**src/rtl/offset_counter.sv**
```systemverilog
module offset_counter #(
  parameter int WIDTH     = 4,
  parameter int MODE      = 0,
  parameter int START_VAL = 6,
  parameter int END_VAL   = 13
) (
  input  logic             clk,
  input  logic             clr_n,
  input  logic             load_n,
  input  logic             en_p,
  input  logic             en_t,
  input  logic [WIDTH-1:0] din,
  output logic [WIDTH-1:0] q,
  output logic             carry
);
  localparam logic [WIDTH-1:0] ONE     = {{(WIDTH-1){1'b0}}, 1'b1};
  localparam logic [WIDTH-1:0] RESTART = START_VAL[WIDTH-1:0];
  localparam logic [WIDTH-1:0] LAST    = END_VAL[WIDTH-1:0];

  logic [WIDTH-1:0] state, nxt, wrap_val;
  logic             wrap_hit;

  wire advance = en_p & en_t;
  wire at_top  = &state;

  assign carry = at_top & en_t;
  assign q     = state;

  generate
    if (MODE == 1) begin : g_start
      assign wrap_hit = at_top;
      assign wrap_val = RESTART;
    end else if (MODE == 2) begin : g_end
      assign wrap_hit = (state == LAST);
      assign wrap_val = '0;
    end else begin : g_plain
      assign wrap_hit = 1'b0;
      assign wrap_val = '0;
    end
  endgenerate

  always_comb begin
    if (!clr_n)       nxt = '0;
    else if (!load_n) nxt = din;
    else if (advance) nxt = wrap_hit ? wrap_val : state + ONE;
    else              nxt = state;
  end

  always_ff @(posedge clk) state <= nxt;
endmodule

```
**config.mk**
```make
export PLATFORM = sky130hd
export DESIGN_NAME = offset_counter
export DESIGN_NICKNAME = d
export VERILOG_FILES = /design/src/rtl/offset_counter.sv
export SDC_FILE = /design/constraint.sdc
export NUM_CORES = 1
export LEC_CHECK = 0
export ABC_AREA = 0
export BUFFER_PORTS_ARGS = -buffer_cell sky130_fd_sc_hd__buf_2
export CAP_MARGIN = 20
export CORE_AREA = 5 5 42 44
export CTS_CLUSTER_DIAMETER = 60
export DETAILED_ROUTE_END_ITERATION = 8
export DIE_AREA = 0 0 47 49
export SKIP_LAST_GASP = 1
export SLEW_MARGIN = 20
export SYNTH_ARGS = -nofsm -noshare
export SYNTH_HDL_FRONTEND = slang
export SYNTH_SLANG_ARGS = --single-unit
export TNS_END_PERCENT = 50
```
**constraint.sdc**
```tcl
create_clock -name clk -period 1.3 [get_ports clk]
set_input_delay 0.065 -clock clk [delete_from_list [all_inputs] [get_ports clk]]
set_output_delay 0.065 -clock clk [all_outputs]
set_load 0.005 [all_outputs]
```
* Word-level counts from Yosys, hierarchy flattened
Index checks and enable logic that the tools add are counted.
** Storage, ports and cells
- Register bits after elaboration :: 4
- Bits in latches :: 0
- RAM bits :: 0
- Bits in read-only memories :: 0
- Bits of input ports :: 9
- Output and inout bits :: 5
- Word-level logic and storage cells :: 8
- Memories :: 0
** Cells by class
- $add $sub $neg :: 1
- $mul :: 0
- Div/mod/pow operators :: 0
- Magnitude comparators :: 0
- Equal/unequal tests :: 1
- Shifts and indexed selects :: 0
- Multiplexer cells :: 2
- Bitwise operators :: 2
- Reduce and logical (&&, ||, !) cells :: 1
** Operator list (count)
- $mux W4 :: 2
- $add A4 B1 Y4 const B :: 1
- $reduce_and A4 Y1 :: 1
- $and A1 B1 Y1 :: 2
- $ne A2 B1 Y1 const B :: 1

* Depth between registers and ports, before layout
Gate-level depths: netlist of the first run.
- Depth in word-level cells :: 3
- Mapped depth :: 4

* Worst setup path before layout of the first run
OpenSTA, ideal clock, no wires.
- Kind :: reg-to-reg
- Start :: reg state[0] (netlist: q[0])
- End :: reg state[3] (netlist: q[3])
- Library setup time :: 0.074 ns
- Data arrival time :: 0.902 ns
- Setup slack :: 0.324 ns
- Cell stages (with the launch flop) :: 4
- Path buffers :: 0
- Period minus slack after synthesis :: 0.976 ns
- Cells stage by stage :: dfxtp_1 nand3_1 or3_1 a31oi_1
** On the way
- Word-level cells in the longest chain between the ends :: 3
** RTL lines
- start: declaration :: RTL line 20 : logic [WIDTH-1:0] state, nxt, wrap_val;
- start signal: assignment :: RTL line 49 : always_ff @(posedge clk) state <= nxt;
- $add A4 B1 Y4 :: RTL line 45 : else if (advance) nxt = wrap_hit ? wrap_val : state + ONE;
- $mux W4 :: RTL line 45
- $mux W4 :: RTL line 44 : else if (!load_n) nxt = din;
Every way passes these cells. The select of a mux whose other input is x is not followed.
A chain may end at the register's enable or synchronous reset.

* Final worst setup path of the first run
- Start :: reg state[0] (netlist: q[0])
- End :: out carry
** On the way
- Word-level cells in the longest chain between the ends :: 2
** RTL lines
- $reduce_and A4 Y1 :: RTL line 24 : wire at_top = &state;
- $and A1 B1 Y1 :: RTL line 26 : assign carry = at_top & en_t;
- end: declaration :: RTL line 14 : output logic carry
Every way passes these cells.

==> summary.txt, run 1 <==
Timing
  • Tmin final: 1190 ps
  • TNS Setup: 0 ps
  • Peak Freq: 844 MHz
  • Setup violators final: 0
  • RSZ-0062 raised after global routing: no
  • Final setup margin: 115 ps
  • Final Hold Viols: 0
  • Final clock period utilization by the worst path: 91.2%
  • Clock Skews: 4.17 ps
  • Worst Max-Slew Pin Slew: 186 ps
  • Count of final max-slew check failures: 0
  • Hold WS: 85.7 ps
  • Worst slew margin: 87.5%

Power and ir drop
  • P_leak: 0.147 nW
  • Pwr per Cell Area: 1130 mW/mm^2
  • Max IR drop VDD: 381 uV
  • Total power: 0.353 mW

Cells and area
  • Final instance area: 313 um^2
  • Synthesis-to-layout area growth: 52.4%
  • Final net count: 52
  • Max FFs per register: 4
  • Final core area utilization: 22.3%
  • Fin cells: 56
  • Share of layout cells above drive strength 1: 45.0%
  • Filler cells: 161
  • Commonest non-fill, non-tap cell in the layout: buf_2
  • Ant diodes: 0
  • Most frequent cells in the layout: 13 x buf_2, 4 x dfxtp_1, 3 x nand3_1, 3 x o21ai_0, 3 x clkbuf_4

Placement
  • Worst slack at placement: 278 ps
  • GPL Wtd Cong: 0.708
  • Post-Place Cells: 53
  • IO buf count: 13
  • Post-DP Area: 290 um^2

Critical path
  • Max FO, Critical Path: 4
  • Critical Path RT: 1240 ps
  • Crit Path Category: register to primary output
  • Worst setup EP type: primary output
  • Critical path arrival: 1120 ps
  • Startpoint Class: register

CTS
  • Worst-skew pair later-pin latency: 240 ps
  • CTS Sinks: 4
  • Post-CTS sizing: 0
  • CTS Root Cell: clkbuf_4
  • CTS Buf Count: 3
  • CTS tree: done
  • # Post-CTS Setup Buffers: 0
  • H-tree levels: 1
  • Max Root-Sink Buffers: 2
  • Post-cts hold buffer count: 0
  • Clk slew on worst S/H paths: 40 ps

Synthesis
  • Mapped cell area: 205 um^2
  • Mean Syn Cell Area: 8.55 um^2
  • Syn. warnings: 0
  • Netlist cell types: 15
  • Post-Syn Nets: 34
  • Register area share after synthesis: 39.0%
  • Cells after Synth: 24
  • Synth Register Bits: 4

Detailed routing
  • First-pass iteration count of the detailed router: 2
  • WL/cell: 10.6 um
  • Vias per cell: 4.23
  • DRT Wirelength: 594 um
  • Vias: 237
  • Antenna-violating nets left: 0
  • Residual DRC count: 0
  • DRT iter0 DRCs: 7

Global route
  • First-pass GRT wire length: 1.00 mm
  • GR Overflow Total: 0
  • Number of global-route vias before repair: 243
  • Total GRT Usage: 6.13%
  • Initial antenna violation count: 0
  • Largest net degree at the start of global routing: 9

Floorplanning
  • Core ar.: 0.00140 mm^2
  • Die ar.: 0.00230 mm^2
  • Die extent in y: 49 um
  • Row cnt: 14
  • I/O pins: 14
  • Initial Utilization: 14.6%
  • Die X: 47 um

Worst hold path
  • Hold Crit Class: input port to register

Outcome
  • Status: finished clean

Run
  • Max-cap violations: 0
## logic make-up after synthesis
kind of cell	share of synthesized area [%]
AO/OA/AOI/OAI	20.7
XOR/XNOR	8.54
adder cells (fa/ha/maj)	6.10
buffers and inverters	1.83
flip-flops	39.0
AND/OR/NAND/NOR	23.8
## per-layer routing
layer / vias up / part of all wire [%] / global-route usage [%]
li1: 122 / - / -
met4: 0 / 0 / 0
met3: 0 / 18 / 7.38
met5: - / 0 / 0
met1: 101 / 47 / 8.13
met2: 14 / 35 / 6.79
## worst paths after layout
path | start | to | slack [ps] | depth (start not counted)
worst max register to register | q[2]$_SDFFE_PN0P_ | q[3]$_SDFFE_PN0P_ | 280 | 3
worst min-delay path | clr_n | q[2]$_SDFFE_PN0P_ | 90 | 3
worst min register to register | q[1]$_SDFFE_PN0P_ | q[1]$_SDFFE_PN0P_ | 510 | 2
worst max-delay path | q[0]$_SDFFE_PN0P_ | carry | 110 | 3
## layout make-up
cell class	count	area, um^2	area share [%]
multi-input combinational	19	121	38.8
clock buffer	3	22.5	7.20
timing repair buffer	13	65.1	20.8
sequential	4	80.1	25.6
inverter	1	3.75	1.20
tap	16	20.0	6.40
## power by group
group	total, mW	switching (mW)	internal [mW]
combinational	0.0514	0.0254	0.0260
clock	0.159	0.0558	0.104
sequential	0.142	0.00947	0.133
## synthesized netlist by cell type
| cell | number | area [um^2] |
|---|---|---|
| xor2_1 | 2 | 17.5 |
| inv_1 | 1 | 3.75 |
| a31oi_1 | 1 | 6.26 |
| and4_2 | 1 | 10.0 |
| nand3_1 | 3 | 15.0 |
| a21oi_1 | 1 | 5.00 |
| dfxtp_1 | 4 | 80.1 |
| nor2_1 | 2 | 7.51 |
| a311oi_1 | 1 | 8.76 |
| o21ai_0 | 3 | 15.0 |
| ha_1 | 1 | 12.5 |
| nand2_1 | 1 | 3.75 |
| a211oi_1 | 1 | 7.51 |
| nand2_2 | 1 | 6.26 |
| or3_1 | 1 | 6.26 |
## worst max-delay path, stage by stage, from the launching register on
cell and delay [ps]:
dfxtp_1 330, ha_1 220, and4_2 210, buf_2 120
Note: power is estimated with default switching activity, not from simulation.
==> run 2: changes to the inputs <==
Settings changed: SETUP_SLACK_MARGIN from default to 0.4.
==> run 2 against run 1 <==
Against the previous run:
- clock power about the same
- via count rose by 5.5%
- die area unchanged
- critical path depth is 1 higher
- non-clock buffer count is 2 higher
- final area is 21% higher
- sequential share of layout area is 2.8 points lower
- count of clock-buffer cells in the layout unchanged
- worst hold slack better by 16 ps
==> summary.txt, run 2 (synthesized netlist as in run 1, its figures left out) <==
Detailed routing
  • WL/cell: 12.9 um
  • DRT Wirelength: 750 um
  • DRT iter0 DRCs: 1
  • Vias: 250
  • Residual DRC count: 0
  • First-pass iteration count of the detailed router: 2
  • Antenna-violating nets left: 0
  • Vias per cell: 4.31

Timing
  • Setup violators final: 0
  • Final Hold Viols: 0
  • Worst slew margin: 86.8%
  • Final setup margin: 222 ps
  • TNS Setup: 0 ps
  • Peak Freq: 928 MHz
  • Final clock period utilization by the worst path: 82.9%
  • Clock Skews: 0.745 ps
  • Hold WS: 101 ps
  • RSZ-0062 raised after global routing: yes
  • Worst Max-Slew Pin Slew: 198 ps
  • Count of final max-slew check failures: 0
  • Tmin final: 1080 ps

CTS
  • Clk slew on worst S/H paths: 40 ps
  • CTS tree: done
  • CTS Sinks: 4
  • CTS Root Cell: clkbuf_4
  • CTS Buf Count: 3
  • Max Root-Sink Buffers: 2
  • Worst-skew pair later-pin latency: 240 ps
  • H-tree levels: 1

Floorplanning
  • Initial Utilization: 14.6%
  • Core ar.: 0.00140 mm^2
  • Die X: 47 um
  • Row cnt: 14
  • I/O pins: 14
  • Die extent in y: 49 um
  • Die ar.: 0.00230 mm^2

Placement
  • Worst slack at placement: 325 ps
  • GPL Wtd Cong: 0.705
  • HPWL Detailed: 500 um
  • IO buf count: 13
  • Post-DP Area: 294 um^2

Cells and area
  • Synthesis-to-layout area growth: 84.1%
  • Final instance area: 378 um^2
  • Max FFs per register: 4
  • Most frequent cells in the layout: 12 x buf_2, 3 x o21ai_0, 3 x clkbuf_4, 3 x buf_6
  • Share of layout cells above drive strength 1: 64.3%
  • Commonest non-fill, non-tap cell in the layout: buf_2
  • Ant diodes: 0
  • Final net count: 54

Global route
  • Number of global-route vias before repair: 254
  • Initial antenna violation count: 0
  • Total GRT Usage: 6.62%
  • Largest net degree at the start of global routing: 9
  • GR Overflow Total: 0
  • First-pass GRT wire length: 1.06 mm

Power and ir drop
  • Flop pwr share: 38.5%
  • Max IR drop VDD: 248 uV
  • Comb pwr share: 20.0%
  • Pwr per Cell Area: 999 mW/mm^2
  • Switching Share: 26.6%
  • Clk network pwr share: 41.5%
  • Switching pwr: 0.100 mW
  • P_leak: 0.163 nW
  • Internal: 0.277 mW

Critical path
  • Startpoint Class: register
  • Max FO, Critical Path: 3
  • Critical Path Slowest Stage Cell: dfxtp_4
  • Worst path bufs/invs: 1
  • Critical Path RT: 1470 ps
  • Crit Path Category: register to register
  • Critical path arrival: 1240 ps
  • Cell family with most CP delay: simple AND/OR/NAND/NOR gates
  • CP Cell Sequence: buf_6, nand3_2, or3_1, a31oi_1
  • Crit path largest cell delay: 360 ps
  • Worst setup EP type: register

Worst hold path
  • Hold Crit Class: input port to register

Run
  • Max-cap violations: 0

Outcome
  • Status: finished clean
[run 2: cell types whose count changed in the layout (fill, tap and decap cells not counted), sizes merged]
cell / before / now
buf: 13 / 15
[run 2: power by group through the flow]
stage               registers (mW)  logic, mW  clock network [mW]
floorplan                    0.146     0.0204                   0
detailed placement           0.147     0.0523                   0
finish                       0.145     0.0756               0.157
global route                 0.146     0.0845               0.168
global placement             0.146     0.0524                   0
CTS                          0.145     0.0681               0.164
[run 2: per-stage QoR]
| step | util [%] | total power [mW] | std cells |
|---|---|---|---|
| 6_report | 27.0 | 0.378 | 58 |
| 5_1_grt | 27.0 | 0.399 | 58 |
| 4_1_cts | 25.4 | 0.377 | 58 |
| 3_5_place_dp | 21.0 | 0.199 | 53 |
| 3_3_place_gp | 21.0 | 0.198 | 53 |
| 2_1_floorplan | - | 0.166 | 24 |
[run 2: area by class of cell]
class,count,area [um^2]
clock buffers,3,22.5
fillers,173,1020
inverters,1,3.75
multi-input cells,19,151
flip-flops and latches,4,86.3
well taps,16,20.0
repair buffers,15,93.8
[run 2: worst register-to-register path: cells and delay by family (launching register included)]
| family | cells | cell delay, ps |
|---|---|---|
| AND/OR/NAND/NOR | 2 | 430 |
| AO/OA/AOI/OAI | 1 | 120 |
| buffers and inverters | 1 | 100 |
| flip-flops | 1 | 360 |
[run 2: path summary, 6_finish.rpt]
check | from | end | slack [ps] | depth (start not counted)
setup reg to reg | q[0]$_SDFFE_PN0P_ | q[3]$_SDFFE_PN0P_ | 220 | 4
setup / recovery | q[0]$_SDFFE_PN0P_ | q[3]$_SDFFE_PN0P_ | 220 | 4
hold / removal | din[0] | q[0]$_SDFFE_PN0P_ | 100 | 3
hold reg to reg | q[3]$_SDFFE_PN0P_ | q[3]$_SDFFE_PN0P_ | 540 | 2
[run 2: routing by layer]
| layer | up-vias | wire length (um) | share of wire [%] | track usage [%] |
|---|---|---|---|---|
| met5 | - | 0 | 0 | 0 |
| met4 | 0 | 21 | 2.8 | 5.53 |
| met3 | 2 | 109 | 15 | 4.06 |
| met2 | 14 | 325 | 43 | 7.69 |
| met1 | 109 | 294 | 39 | 8.11 |
| li1 | 125 | - | - | - |
[run 2: what timing repair did]
| action | in CTS | in global routing |
|---|---|---|
| endpoints found under the setup margin | 4 | 7 |
| hold buffers | 0 | 0 |
| gates cloned | 0 | 0 |
| setup buffers | 2 | 0 |
| pin swaps | 3 | 3 |
| resized for setup | 5 | 5 |
==> run 3: changes to the inputs <==
Settings changed: ABC_AREA 0 to 1.
Clock period 1.3 ns to 0.93 ns, I/O delays scaled along.
==> run 3 against run 2 <==
Against the previous run:
- the flow now finishes with violations (setup timing)
- routed wire length shrank 4.8%
- largest power group unchanged
- worst hold slack lost 56 ps
- critical path type unchanged
- final area grew 5.6%
- clock skew grew 9.6 ps
- sequential share of layout area shrank 1.5 points
- critical path depth grew 2
- non-clock buffer count grew 1
- synthesized cell count grew 58%
- register-to-register slack lost 310 ps
- final cell count grew 28%
==> summary.txt, run 3 <==
Outcome
  • Status: finished with violations
  • Failing checks: setup timing

Cells and area
  • Ant diodes: 0
  • Synthesis-to-layout area growth: 65.3%
  • Commonest non-fill, non-tap cell in the layout: buf_2
  • Filler cells: 165
  • Fin cells: 74
  • Max FFs per register: 4
  • Final net count: 69
  • Most frequent cells in the layout: 13 x buf_2, 10 x nand2_1, 4 x nor2_1, 4 x inv_1, 4 x nand3_1
  • Share of layout cells above drive strength 1: 46.6%

Critical path
  • Worst path bufs/invs: 1
  • Crit Path Category: register to register
  • CP Cell Sequence: ha_4, or2_0, nand3_1, nand3_1, nand2_1, inv_1
  • Max FO, Critical Path: 2
  • Critical Path Slowest Stage Cell: dfxtp_4
  • Critical Path RT: 1070 ps
  • Critical path arrival: 1160 ps
  • Most used cell, CP: nand3_1
  • Cell family with most CP delay: simple AND/OR/NAND/NOR gates
  • Worst setup EP type: register
  • Startpoint Class: register
  • Crit path largest cell delay: 340 ps

Timing
  • Peak Freq: 978 MHz
  • Setup violators final: 2
  • Final clock period utilization by the worst path: 110%
  • Tmin final: 1020 ps
  • Hold WS: 45.2 ps
  • Final setup margin: -92.1 ps
  • Final Hold Viols: 0
  • Clock Skews: 10.4 ps
  • Worst Max-Slew Pin Slew: 203 ps
  • RSZ-0062 raised after global routing: yes
  • Worst slew margin: 86.4%
  • Count of final max-slew check failures: 0

Power and ir drop
  • Internal: 0.404 mW
  • P_leak: 0.201 nW
  • Pwr per Cell Area: 1430 mW/mm^2
  • Switching Share: 29.1%
  • Comb pwr share: 19.5%
  • Switching pwr: 0.166 mW
  • Clk network pwr share: 45.2%
  • Flop pwr share: 35.3%
  • Max IR drop VDD: 665 uV

Detailed routing
  • Vias: 315
  • WL/cell: 9.65 um
  • Antenna-violating nets left: 0
  • Vias per cell: 4.26
  • Residual DRC count: 0
  • First-pass iteration count of the detailed router: 3
  • DRT Wirelength: 714 um
  • DRT iter0 DRCs: 6

Synthesis
  • Top post-synthesis cells by area: dfxtp_1 33%, nand2_1 17%, nand3_1 8.3%
  • Async S/R FF share, synth: 0%
  • Post-Syn Nets: 48
  • Register area share after synthesis: 33.2%
  • Synth top area share: 33.2%
  • Synth Register Bits: 4
  • Mapped cell area: 241 um^2
  • Syn. warnings: 0
  • Most common cell in the synthesized netlist: nand2_1
  • Number of synthesized flops with an enable pin: 0
  • Netlist cell types: 15
  • Top post-synthesis cells by count: 11 x nand2_1, 4 x dfxtp_1, 4 x inv_1, 4 x nand3_1, 4 x nor2_1
  • Mean Syn Cell Area: 6.35 um^2
  • Cell taking the most area after synthesis: dfxtp_1
  • Ys flop type: dfxtp_1
  • Cells after Synth: 38

Floorplanning
  • Die X: 47 um
  • Initial Utilization: 17.2%
  • I/O pins: 14
  • Row cnt: 14
  • Die extent in y: 49 um
  • Die ar.: 0.00230 mm^2
  • Core ar.: 0.00140 mm^2

Placement
  • HPWL Detailed: 567 um
  • GPL Wtd Cong: 0.706
  • IO buf count: 13
  • Post-Place Cells: 69

CTS
  • Worst-skew pair later-pin latency: 250 ps
  • Max Root-Sink Buffers: 2
  • H-tree levels: 1
  • Post-cts hold buffer count: 0
  • CTS Root Cell: clkbuf_4
  • CTS tree: done
  • CTS Sinks: 4
  • Clk slew on worst S/H paths: 50 ps
  • CTS Buf Count: 3

Global route
  • Total GRT Usage: 7.19%
  • Largest net degree at the start of global routing: 7
  • Number of global-route vias before repair: 285
  • Initial antenna violation count: 0
  • First-pass GRT wire length: 1.16 mm
  • GR Overflow Total: 0

Worst hold path
  • Hold Crit Class: input port to register

Run
  • Max-cap violations: 0
==> run 3: changes by cell type after synthesis, sizes merged <==
cell / change
xor2: -2
a311oi: -1
inv: +4
o21ai: -1
nand2: +10
nand4: +1
nand3: +1
and4: -1
nor2: +3
or3: -1
or2: +1
==> run 3: metrics by stage <==
step / util (%) / cell area (um^2) / total power, mW / setup WS, ps / TNS [ps]
floorplan: - / 259 / 0.255 / -55.6 / -55.6
global placement: 25.6 / 359 / 0.309 / -51.9 / -51.9
detailed placement: 25.6 / 359 / 0.313 / -75.7 / -75.7
CTS: 28.2 / 395 / 0.578 / -101 / -198
global route: 28.5 / 399 / 0.616 / -148 / -352
finish: 28.5 / 399 / 0.570 / -92.1 / -178
==> run 3: power by group through the flow <==
| stage | Clock, mW | Combinational (mW) | Sequential, mW |
|---|---|---|---|
| after floorplan | 0 | 0.0464 | 0.208 |
| after global placement | 0 | 0.105 | 0.204 |
| after detailed placement | 0 | 0.108 | 0.205 |
| after CTS | 0.266 | 0.110 | 0.202 |
| after global routing | 0.285 | 0.127 | 0.203 |
| final | 0.258 | 0.111 | 0.201 |
==> run 3: path summary, 6_finish.rpt <==
check               startpoint                 to  slack, ps  cells after the start
max reg2reg  q[0]$_SDFFE_PN0P_  q[2]$_SDFFE_PN0P_        -90                      6
min                      clr_n  q[2]$_SDFFE_PN0P_         50                      3
min reg2reg  q[3]$_SDFFE_PN0P_  q[3]$_SDFFE_PN0P_        540                      2
max          q[0]$_SDFFE_PN0P_  q[2]$_SDFFE_PN0P_        -90                      6
==> run 3: cell families (layout without fill, tap and decap cells) <==
logic type / after synthesis / after routing / share of synthesized area [%]
flip-flops: 4 / 4 / 33.2
AO/OA/AOI/OAI: 5 / 5 / 11.9
AND/OR/NAND/NOR: 23 / 23 / 42.0
buffers and inverters: 5 / 25 / 7.77
adder cells (fa/ha/maj): 1 / 1 / 5.18
==> run 3: tightest hold or removal path, delay by kind of cell <==
| kind | cells | cell delay, ps |
|---|---|---|
| buf+inv | 2 | 160 |
| simple gates | 1 | 50 |
==> run 3: layer usage <==
| layer | wire length, um | vias up | GRT usage, % |
|---|---|---|---|
| li1 | - | 167 | - |
| met1 | 363 | 135 | 9.47 |
| met2 | 258 | 13 | 8.60 |
| met3 | 92 | 0 | 5.54 |
| met4 | 0 | 0 | 2.76 |
| met5 | 0 | - | 0 |
==> run 3: repair_timing <==
| action | in CTS | in global routing |
|---|---|---|
| pin swaps | 2 | 0 |
| setup buffers | 1 | 0 |
| endpoints found under the setup margin | 9 | 9 |
| resized for setup | 1 | 1 |
==> run 3: layout make-up <==
type,instances,area [um^2],share of cell area [%]
Inverter,5,18.8,4.70
Tap cell,16,20.0,5.02
Multi-Input combinational cell,29,161,40.4
Sequential cell,4,85.1,21.3
Clock buffer,4,26.3,6.58
Timing Repair Buffer,16,87.6,21.9
